### src/rtl/dpot_pkg.sv
package dpot_pkg;
  localparam int WIPER_W = 8;
  localparam int TAP_N   = 1 << WIPER_W;
  localparam logic [3:0] DEV_ID  = 4'b0101;
  localparam logic [3:0] OP_RD   = 4'b1001;
  localparam logic [3:0] OP_WR   = 4'b1010;
  localparam logic [3:0] OP_STEP = 4'b0010;

  typedef enum logic [2:0] {
    ST_IDLE, ST_ADDR, ST_INSTR, ST_WDATA, ST_RDATA, ST_STEP, ST_HOLD
  } bus_st_e;
endpackage

### src/rtl/dpot_sync.sv
module dpot_sync #(
  parameter int W      = 2,
  parameter int STAGES = 2
) (
  input  logic         clk,
  input  logic         rst_n,
  input  logic [W-1:0] d,
  output logic [W-1:0] q
);
  logic [W-1:0] stg [STAGES];

  always_ff @(posedge clk or negedge rst_n) begin
    if (!rst_n) begin
      for (int k = 0; k < STAGES; k++) stg[k] <= '1;
    end else begin
      stg[0] <= d;
      for (int k = 1; k < STAGES; k++) stg[k] <= stg[k-1];
    end
  end

  assign q = stg[STAGES-1];
endmodule

### src/rtl/dpot_wiper_bank.sv
module dpot_wiper_bank #(
  parameter int W = 8
) (
  input  logic         clk,
  input  logic         rst_n,
  input  logic         wr_en,
  input  logic         step_en,
  input  logic         sel,
  input  logic         up,
  input  logic [W-1:0] wdata,
  output logic [W-1:0] wiper0,
  output logic [W-1:0] wiper1
);
  localparam logic [W-1:0] MID = W'(1) << (W - 1);
  localparam logic [W-1:0] TOP = '1;

  logic [W-1:0] pos [2];

  for (genvar c = 0; c < 2; c++) begin : g_chan
    always_ff @(posedge clk or negedge rst_n) begin
      if (!rst_n) begin
        pos[c] <= MID;
      end else if (sel == c[0]) begin
        if (wr_en) begin
          pos[c] <= wdata;
        end else if (step_en) begin
          if (up && pos[c] != TOP)              pos[c] <= pos[c] + W'(1);
          else if (!up && pos[c] != '0)         pos[c] <= pos[c] - W'(1);
        end
      end
    end
  end

  assign wiper0 = pos[0];
  assign wiper1 = pos[1];
endmodule

### src/rtl/dpot_tap_decode.sv
module dpot_tap_decode #(
  parameter int W = 8
) (
  input  logic              clk,
  input  logic              rst_n,
  input  logic [W-1:0]      val,
  output logic [(1<<W)-1:0] tap
);
  localparam int N   = 1 << W;
  localparam int MID = 1 << (W - 1);

  always_ff @(posedge clk or negedge rst_n) begin
    if (!rst_n) tap <= N'(1) << MID;
    else        tap <= N'(1) << val;
  end
endmodule

### src/rtl/dpot_bus_engine.sv
module dpot_bus_engine
  import dpot_pkg::*;
(
  input  logic               clk,
  input  logic               rst_n,
  input  logic               scl_s,
  input  logic               sda_s,
  input  logic [3:0]         dev_addr,
  input  logic [WIPER_W-1:0] cur0,
  input  logic [WIPER_W-1:0] cur1,
  output logic               sda_oe,
  output logic               wr_en,
  output logic               step_en,
  output logic               sel,
  output logic               step_up,
  output logic [WIPER_W-1:0] wr_data
);
  bus_st_e      state;
  logic [3:0]   cnt;
  logic [7:0]   shreg;
  logic [7:0]   txreg;
  logic [3:0]   op;
  logic         dir, mack, scl_q, sda_q;
  logic         scl_rise, scl_fall, start_c, stop_c, addr_hit, instr_ok;
  logic [7:0]   cur;

  assign scl_rise = scl_s & ~scl_q;
  assign scl_fall = ~scl_s & scl_q;
  assign start_c  = scl_s & scl_q & sda_q & ~sda_s;
  assign stop_c   = scl_s & scl_q & ~sda_q & sda_s;
  assign addr_hit = (shreg == {DEV_ID, dev_addr});
  assign instr_ok = (shreg[3:1] == 3'b000) &&
                    (shreg[7:4] == OP_RD || shreg[7:4] == OP_WR || shreg[7:4] == OP_STEP);
  assign cur      = sel ? cur1 : cur0;

  always_ff @(posedge clk or negedge rst_n) begin
    if (!rst_n) begin
      scl_q <= 1'b1;
      sda_q <= 1'b1;
    end else begin
      scl_q <= scl_s;
      sda_q <= sda_s;
    end
  end

  always_ff @(posedge clk or negedge rst_n) begin
    if (!rst_n) begin
      state <= ST_IDLE;  cnt <= '0;  shreg <= '0;  txreg <= '0;  op <= '0;
      dir <= 1'b0;  mack <= 1'b0;  sda_oe <= 1'b0;  sel <= 1'b0;
      wr_en <= 1'b0;  step_en <= 1'b0;  step_up <= 1'b0;  wr_data <= '0;
    end else begin
      wr_en   <= 1'b0;
      step_en <= 1'b0;
      if (start_c) begin
        state <= ST_ADDR;  cnt <= '0;  sda_oe <= 1'b0;
      end else if (stop_c) begin
        state <= ST_IDLE;  cnt <= '0;  sda_oe <= 1'b0;
      end else if (scl_rise) begin
        if (cnt != 4'd9) cnt <= cnt + 4'd1;
        shreg <= {shreg[6:0], sda_s};
        if (state == ST_RDATA && cnt == 4'd8) mack <= ~sda_s;
        if (state == ST_STEP) dir <= sda_s;
      end else if (scl_fall) begin
        case (state)
          ST_ADDR: begin
            if (cnt == 4'd8) begin
              if (addr_hit) sda_oe <= 1'b1;
              else          state  <= ST_HOLD;
            end else if (cnt == 4'd9) begin
              sda_oe <= 1'b0;  cnt <= '0;  state <= ST_INSTR;
            end
          end
          ST_INSTR: begin
            if (cnt == 4'd8) begin
              if (instr_ok) begin
                sda_oe <= 1'b1;  sel <= shreg[0];  op <= shreg[7:4];
              end else begin
                state <= ST_HOLD;
              end
            end else if (cnt == 4'd9) begin
              cnt <= '0;
              if (op == OP_RD) begin
                state <= ST_RDATA;  txreg <= cur;  sda_oe <= ~cur[7];
              end else begin
                sda_oe <= 1'b0;
                state  <= (op == OP_WR) ? ST_WDATA : ST_STEP;
              end
            end
          end
          ST_WDATA: begin
            if (cnt == 4'd8) begin
              sda_oe <= 1'b1;  wr_en <= 1'b1;  wr_data <= shreg;
            end else if (cnt == 4'd9) begin
              sda_oe <= 1'b0;  state <= ST_HOLD;
            end
          end
          ST_RDATA: begin
            if (cnt >= 4'd1 && cnt <= 4'd7) begin
              txreg  <= {txreg[6:0], 1'b0};
              sda_oe <= ~txreg[6];
            end else if (cnt == 4'd8) begin
              sda_oe <= 1'b0;
            end else if (cnt == 4'd9) begin
              cnt <= '0;
              if (mack) begin
                txreg <= cur;  sda_oe <= ~cur[7];
              end else begin
                state <= ST_HOLD;
              end
            end
          end
          ST_STEP: begin
            step_en <= 1'b1;  step_up <= dir;  cnt <= '0;
          end
          default: ;
        endcase
      end
    end
  end
endmodule

### src/rtl/dpot_wiper_ctrl.sv
module dpot_wiper_ctrl
  import dpot_pkg::*;
#(
  parameter int SYNC_STAGES = 2
) (
  input  logic               clk,
  input  logic               rst_n,
  input  logic               scl_i,
  input  logic               sda_i,
  input  logic [3:0]         dev_addr,
  output logic               sda_oe,
  output logic [WIPER_W-1:0] wiper0,
  output logic [WIPER_W-1:0] wiper1,
  output logic [TAP_N-1:0]   tap0,
  output logic [TAP_N-1:0]   tap1
);
  logic               scl_s, sda_s, wr_en, step_en, ctl_sel, step_up;
  logic [WIPER_W-1:0] wr_data;
  logic [WIPER_W-1:0] pos_v [2];
  logic [TAP_N-1:0]   tap_v [2];

  dpot_sync #(.W(2), .STAGES(SYNC_STAGES)) u_sync (
    .clk(clk), .rst_n(rst_n), .d({scl_i, sda_i}), .q({scl_s, sda_s})
  );

  dpot_bus_engine u_engine (
    .clk(clk), .rst_n(rst_n), .scl_s(scl_s), .sda_s(sda_s), .dev_addr(dev_addr),
    .cur0(wiper0), .cur1(wiper1), .sda_oe(sda_oe), .wr_en(wr_en),
    .step_en(step_en), .sel(ctl_sel), .step_up(step_up), .wr_data(wr_data)
  );

  dpot_wiper_bank #(.W(WIPER_W)) u_bank (
    .clk(clk), .rst_n(rst_n), .wr_en(wr_en), .step_en(step_en), .sel(ctl_sel),
    .up(step_up), .wdata(wr_data), .wiper0(wiper0), .wiper1(wiper1)
  );

  assign pos_v[0] = wiper0;
  assign pos_v[1] = wiper1;

  for (genvar c = 0; c < 2; c++) begin : g_tap
    dpot_tap_decode #(.W(WIPER_W)) u_dec (
      .clk(clk), .rst_n(rst_n), .val(pos_v[c]), .tap(tap_v[c])
    );
  end

  assign tap0 = tap_v[0];
  assign tap1 = tap_v[1];
endmodule

### config.mk
export PLATFORM = sky130hd
export DESIGN_NAME = dpot_wiper_ctrl
export DESIGN_NICKNAME = d
export VERILOG_FILES = /design/src/rtl/dpot_pkg.sv /design/src/rtl/dpot_sync.sv /design/src/rtl/dpot_wiper_bank.sv /design/src/rtl/dpot_tap_decode.sv /design/src/rtl/dpot_bus_engine.sv /design/src/rtl/dpot_wiper_ctrl.sv
export SDC_FILE = /design/constraint.sdc
export NUM_CORES = 1
export LEC_CHECK = 0
export ABC_AREA = 1
export BUFFER_PORTS_ARGS = -buffer_cell sky130_fd_sc_hd__buf_2
export CORE_ASPECT_RATIO = 1.75
export CORE_MARGIN = 4
export CORE_UTILIZATION = 53
export CTS_CLUSTER_SIZE = 28
export DETAILED_ROUTE_END_ITERATION = 6
export GPL_TIMING_DRIVEN = 1
export PLACE_DENSITY = 0.88
export SLEW_MARGIN = 40
export SYNTH_ARGS = -nofsm -noshare
export SYNTH_HDL_FRONTEND = slang
export SYNTH_HIERARCHICAL = 1
export SYNTH_SLANG_ARGS = --single-unit
### constraint.sdc
create_clock -name clk -period 2.6 [get_ports clk]
set_clock_uncertainty 0.15 [all_clocks]
set_input_delay 0 -clock clk [delete_from_list [all_inputs] [get_ports clk]]
set_output_delay 0 -clock clk [all_outputs]
set_load 0.02 [all_outputs]
==> impl_metrics.toml <==
[status]
outcome = "finished, final reports clean"

[drt]
drtIter0Drc = 2012
drcViolationCount = 0
routed_wl_mm = 75.8
viasPerCell = 5.86
firstDrtPassIters = 6
postRouteAntennaNets = 0
wl_per_cell_um = 23.8
vias = 18639

[sta]
report.final.slew_viol_count = 0
finalHoldViolCount = 0
hold_ws_ns = 0.0702
fmax_mhz = 410
tightest_slew_ns = 0.834
fin_crit_ns = 2.44
max_slew_margin = 0.444
rsz0062_at_grt = "no"
setup_violations = 0
setup_slack_ns = 0.162
tns_ns = 0
fin_crit_sh = 0.938

[worst_setup_path]
cp_slowest_cell = "dfstp_4"
endpoint_kind = "output port"
cp_max_fo = 79
crit_chain = "buf_6, buf_12, buf_2"
worstSetupStartpointType = "flip-flop"
critical_path_required_ns = 2.45
crit_type = "reg -> out"
max_stage_delay_ns = 0.62
crit_arrival_ns = 2.29

[pwr]
ir_worst_vdd_mv = 0.748
p_seq_frac = 0.476
p_clk_frac = 0.365
p_comb_frac = 0.159
p_sw_w = 0.00572
p_int_w = 0.0138
p_per_area_nw_per_um2 = 729
leakage_nw = 14.9
swShare = 0.294
finalPower_w = 0.0195

[placement]
routabilityCongestion = 0.953
dp_hpwl_mm = 51.9
place_area_um2 = 25100
portBuffers = 536
preCtsSetupSlack_ns = 0.221

[yosys]
synth.distinct_cells = 40
syn_avg_cell_area_um2 = 10.4
syn_nets = 2120
synth_fa_ha_area_frac = 0.0140
synth_warnings = 6
synthXorXnorAreaFrac = 0.000809
synth_mux_area_frac = 0.00324
netlist_area_um2 = 21600
synthArstFlopShare = 1.00
synthTopCellsByArea = "dfrtp_1, nor2_1, nand4_1, nand2_1, nand3_1"
seq_area_frac_synth = 0.665
yosys_register_bits = 575
synthFlopType = "dfrtp_1"
yosys.area_share.simple = 0.256
synth_edf_count = 0
synth_top_family_by_area = "simple AND/OR/NAND/NOR gates"
synth_top_area_share = 0.653
synth_compound_area_frac = 0.0171
synth_largest_area_cell = "dfrtp_1"
syn-instance-count = 2089

[clock_tree]
clock-sinks = 575
cts.clk_slew.worst_paths_ns = 0.07
clock_latency_ns = 0.58
cts_buffers = 47
cts-root-buf = "clkbuf_16"
htree_levels = 2
cts_tree = "done"
post_cts_buffers = 0
cts_buffer_depth = 3

[global_routing]
grt_pass1_wl_mm = 113
grt_start_max_net_pins = 129
grtUsageTotal = 0.334
grt_pass1_vias = 18548
overflow = 0
antenna_found_initial = 0

[finish]
final_cell_area_um2 = 26700
antenna-diode-count = 0
drive_gt1_frac = 0.299
syn_to_final_growth_pct = 23.5
nets = 2630

[die]
io_pins = 537
initial_core_util = 0.539
core_area_um2 = 40200
die_w_um = 161
num_rows = 97
dieArea_um2 = 44300
die_y_um = 275

[min_path]
hp-class = "in -> reg"

[run]
cap_violations = 0
-- area by class of cell --
type	instances	area, um^2
Sequential cell	575	14400
Timing Repair Buffer	608	3470
Fill cell	2813	13400
Multi-Input combinational cell	1280	6310
Tap cell	544	681
Clock buffer	65	1280
Clock inverter	23	239
Inverter	87	334
-- logic make-up after synthesis --
logic type | after synthesis
simple gates | 1179
flops | 575
buf+inv | 234
compound gates | 69
fa+ha+maj | 23
mux | 7
xor+xnor | 2
-- synthesized netlist by cell type (all sizes together) (3+ instances only) --
cell    instances
nor2          575
dfrtp         565
nand2         215
nand4         194
nand3         141
clkbuf         91
inv            87
buf            56
o21ai          50
nor3           39
ha             21
a21oi          11
dfstp          10
nand3b          8
mux2i           7
or2             5
a31oi           3
o21bai          3
-- routing by layer --
| metal | global-route usage | share of wire | vias up |
|---|---|---|---|
| met5 | 0 | 0 | - |
| met4 | 0.226 | 0.084 | 0 |
| met3 | 0.0743 | 0.091 | 339 |
| met2 | 0.579 | 0.50 | 1339 |
| met1 | 0.368 | 0.32 | 9131 |
| li1 | - | - | 7830 |
-- placed cells by master, fill, tap and decap left out, types with 7 or more instances in the layout --
master / instances
mux2i_1: 7
dfrtp_1: 559
nand2_1: 204
o21ai_0: 38
nand4_1: 192
clkbuf_1: 15
o21ai_1: 11
buf_12: 15
nor2_2: 25
dfstp_2: 8
inv_2: 20
clkinv_2: 11
clkbuf_16: 48
nor2_4: 20
nor2_1: 530
nand3_1: 131
a21oi_1: 9
nand2_2: 7
buf_4: 46
nand3b_1: 8
ha_1: 21
nor3_1: 36
buf_2: 535
inv_1: 64
dlygate4sd3_1: 8
nand3_2: 9
-- power groups by stage --
stage | sequential, W | combinational, W | clock, W
finish | 0.00927 | 0.00310 | 0.00711
global route | 0.00929 | 0.00339 | 0.00753
CTS | 0.00926 | 0.00303 | 0.00718
detailed placement | 0.00943 | 0.00300 | 0
global placement | 0.00942 | 0.00293 | 0
floorplan | 0.00950 | 0.00191 | 0
-- flip-flops by register name, indices dropped and copies added (netlist names), 3 cells and up --
signal	flops
g_tap.u_dec/tap	512
u_engine/state	3
u_engine/cnt	4
u_engine/txreg	7
u_engine/shreg	8
u_engine/op	4
u_bank/wiper0	8
u_engine/wr_data	8
u_bank/wiper1	8
-- repair_timing --
item                                   4_1_cts  5_1_grt
endpoints found under the hold margin      571        0
cloned                                       0        0
hold buffers                                 9        0
setup endpoints to repair                    1        3
resized for setup                            3        4
-- worst max-delay path: cells and delay by family (launching register included) --
family / cells / cell delay [ns]
flip-flops: 1 / 0.62
buffers and inverters: 3 / 0.99
-- worst paths after layout --
check	depth (start not counted)	from	to	slack [ns]
min in group asynchronous	3	rst_n	g_tap[1].u_dec/tap[165]	0.26
max	3	u_bank/wiper1[7]	wiper1[7]	0.16
max reg2reg	13	u_bank/wiper0[7]	u_bank/wiper0[5]	0.25
max in group asynchronous	5	rst_n	g_tap[0].u_dec/tap[64]	0.96
min reg2reg	0	u_sync/stg[3]	u_sync/q[1]	0.21
min	9	dev_addr[3]	u_engine/state[0]	0.07
-- metrics by stage --
stage               std cells  utilization
detailed placement       3084        0.624
CTS                      3181        0.664
floorplan                2089            -
global placement         3084        0.624
finish                   3182        0.665
global route             3182        0.665
No activity file was read; power rests on OpenSTA's default activity.
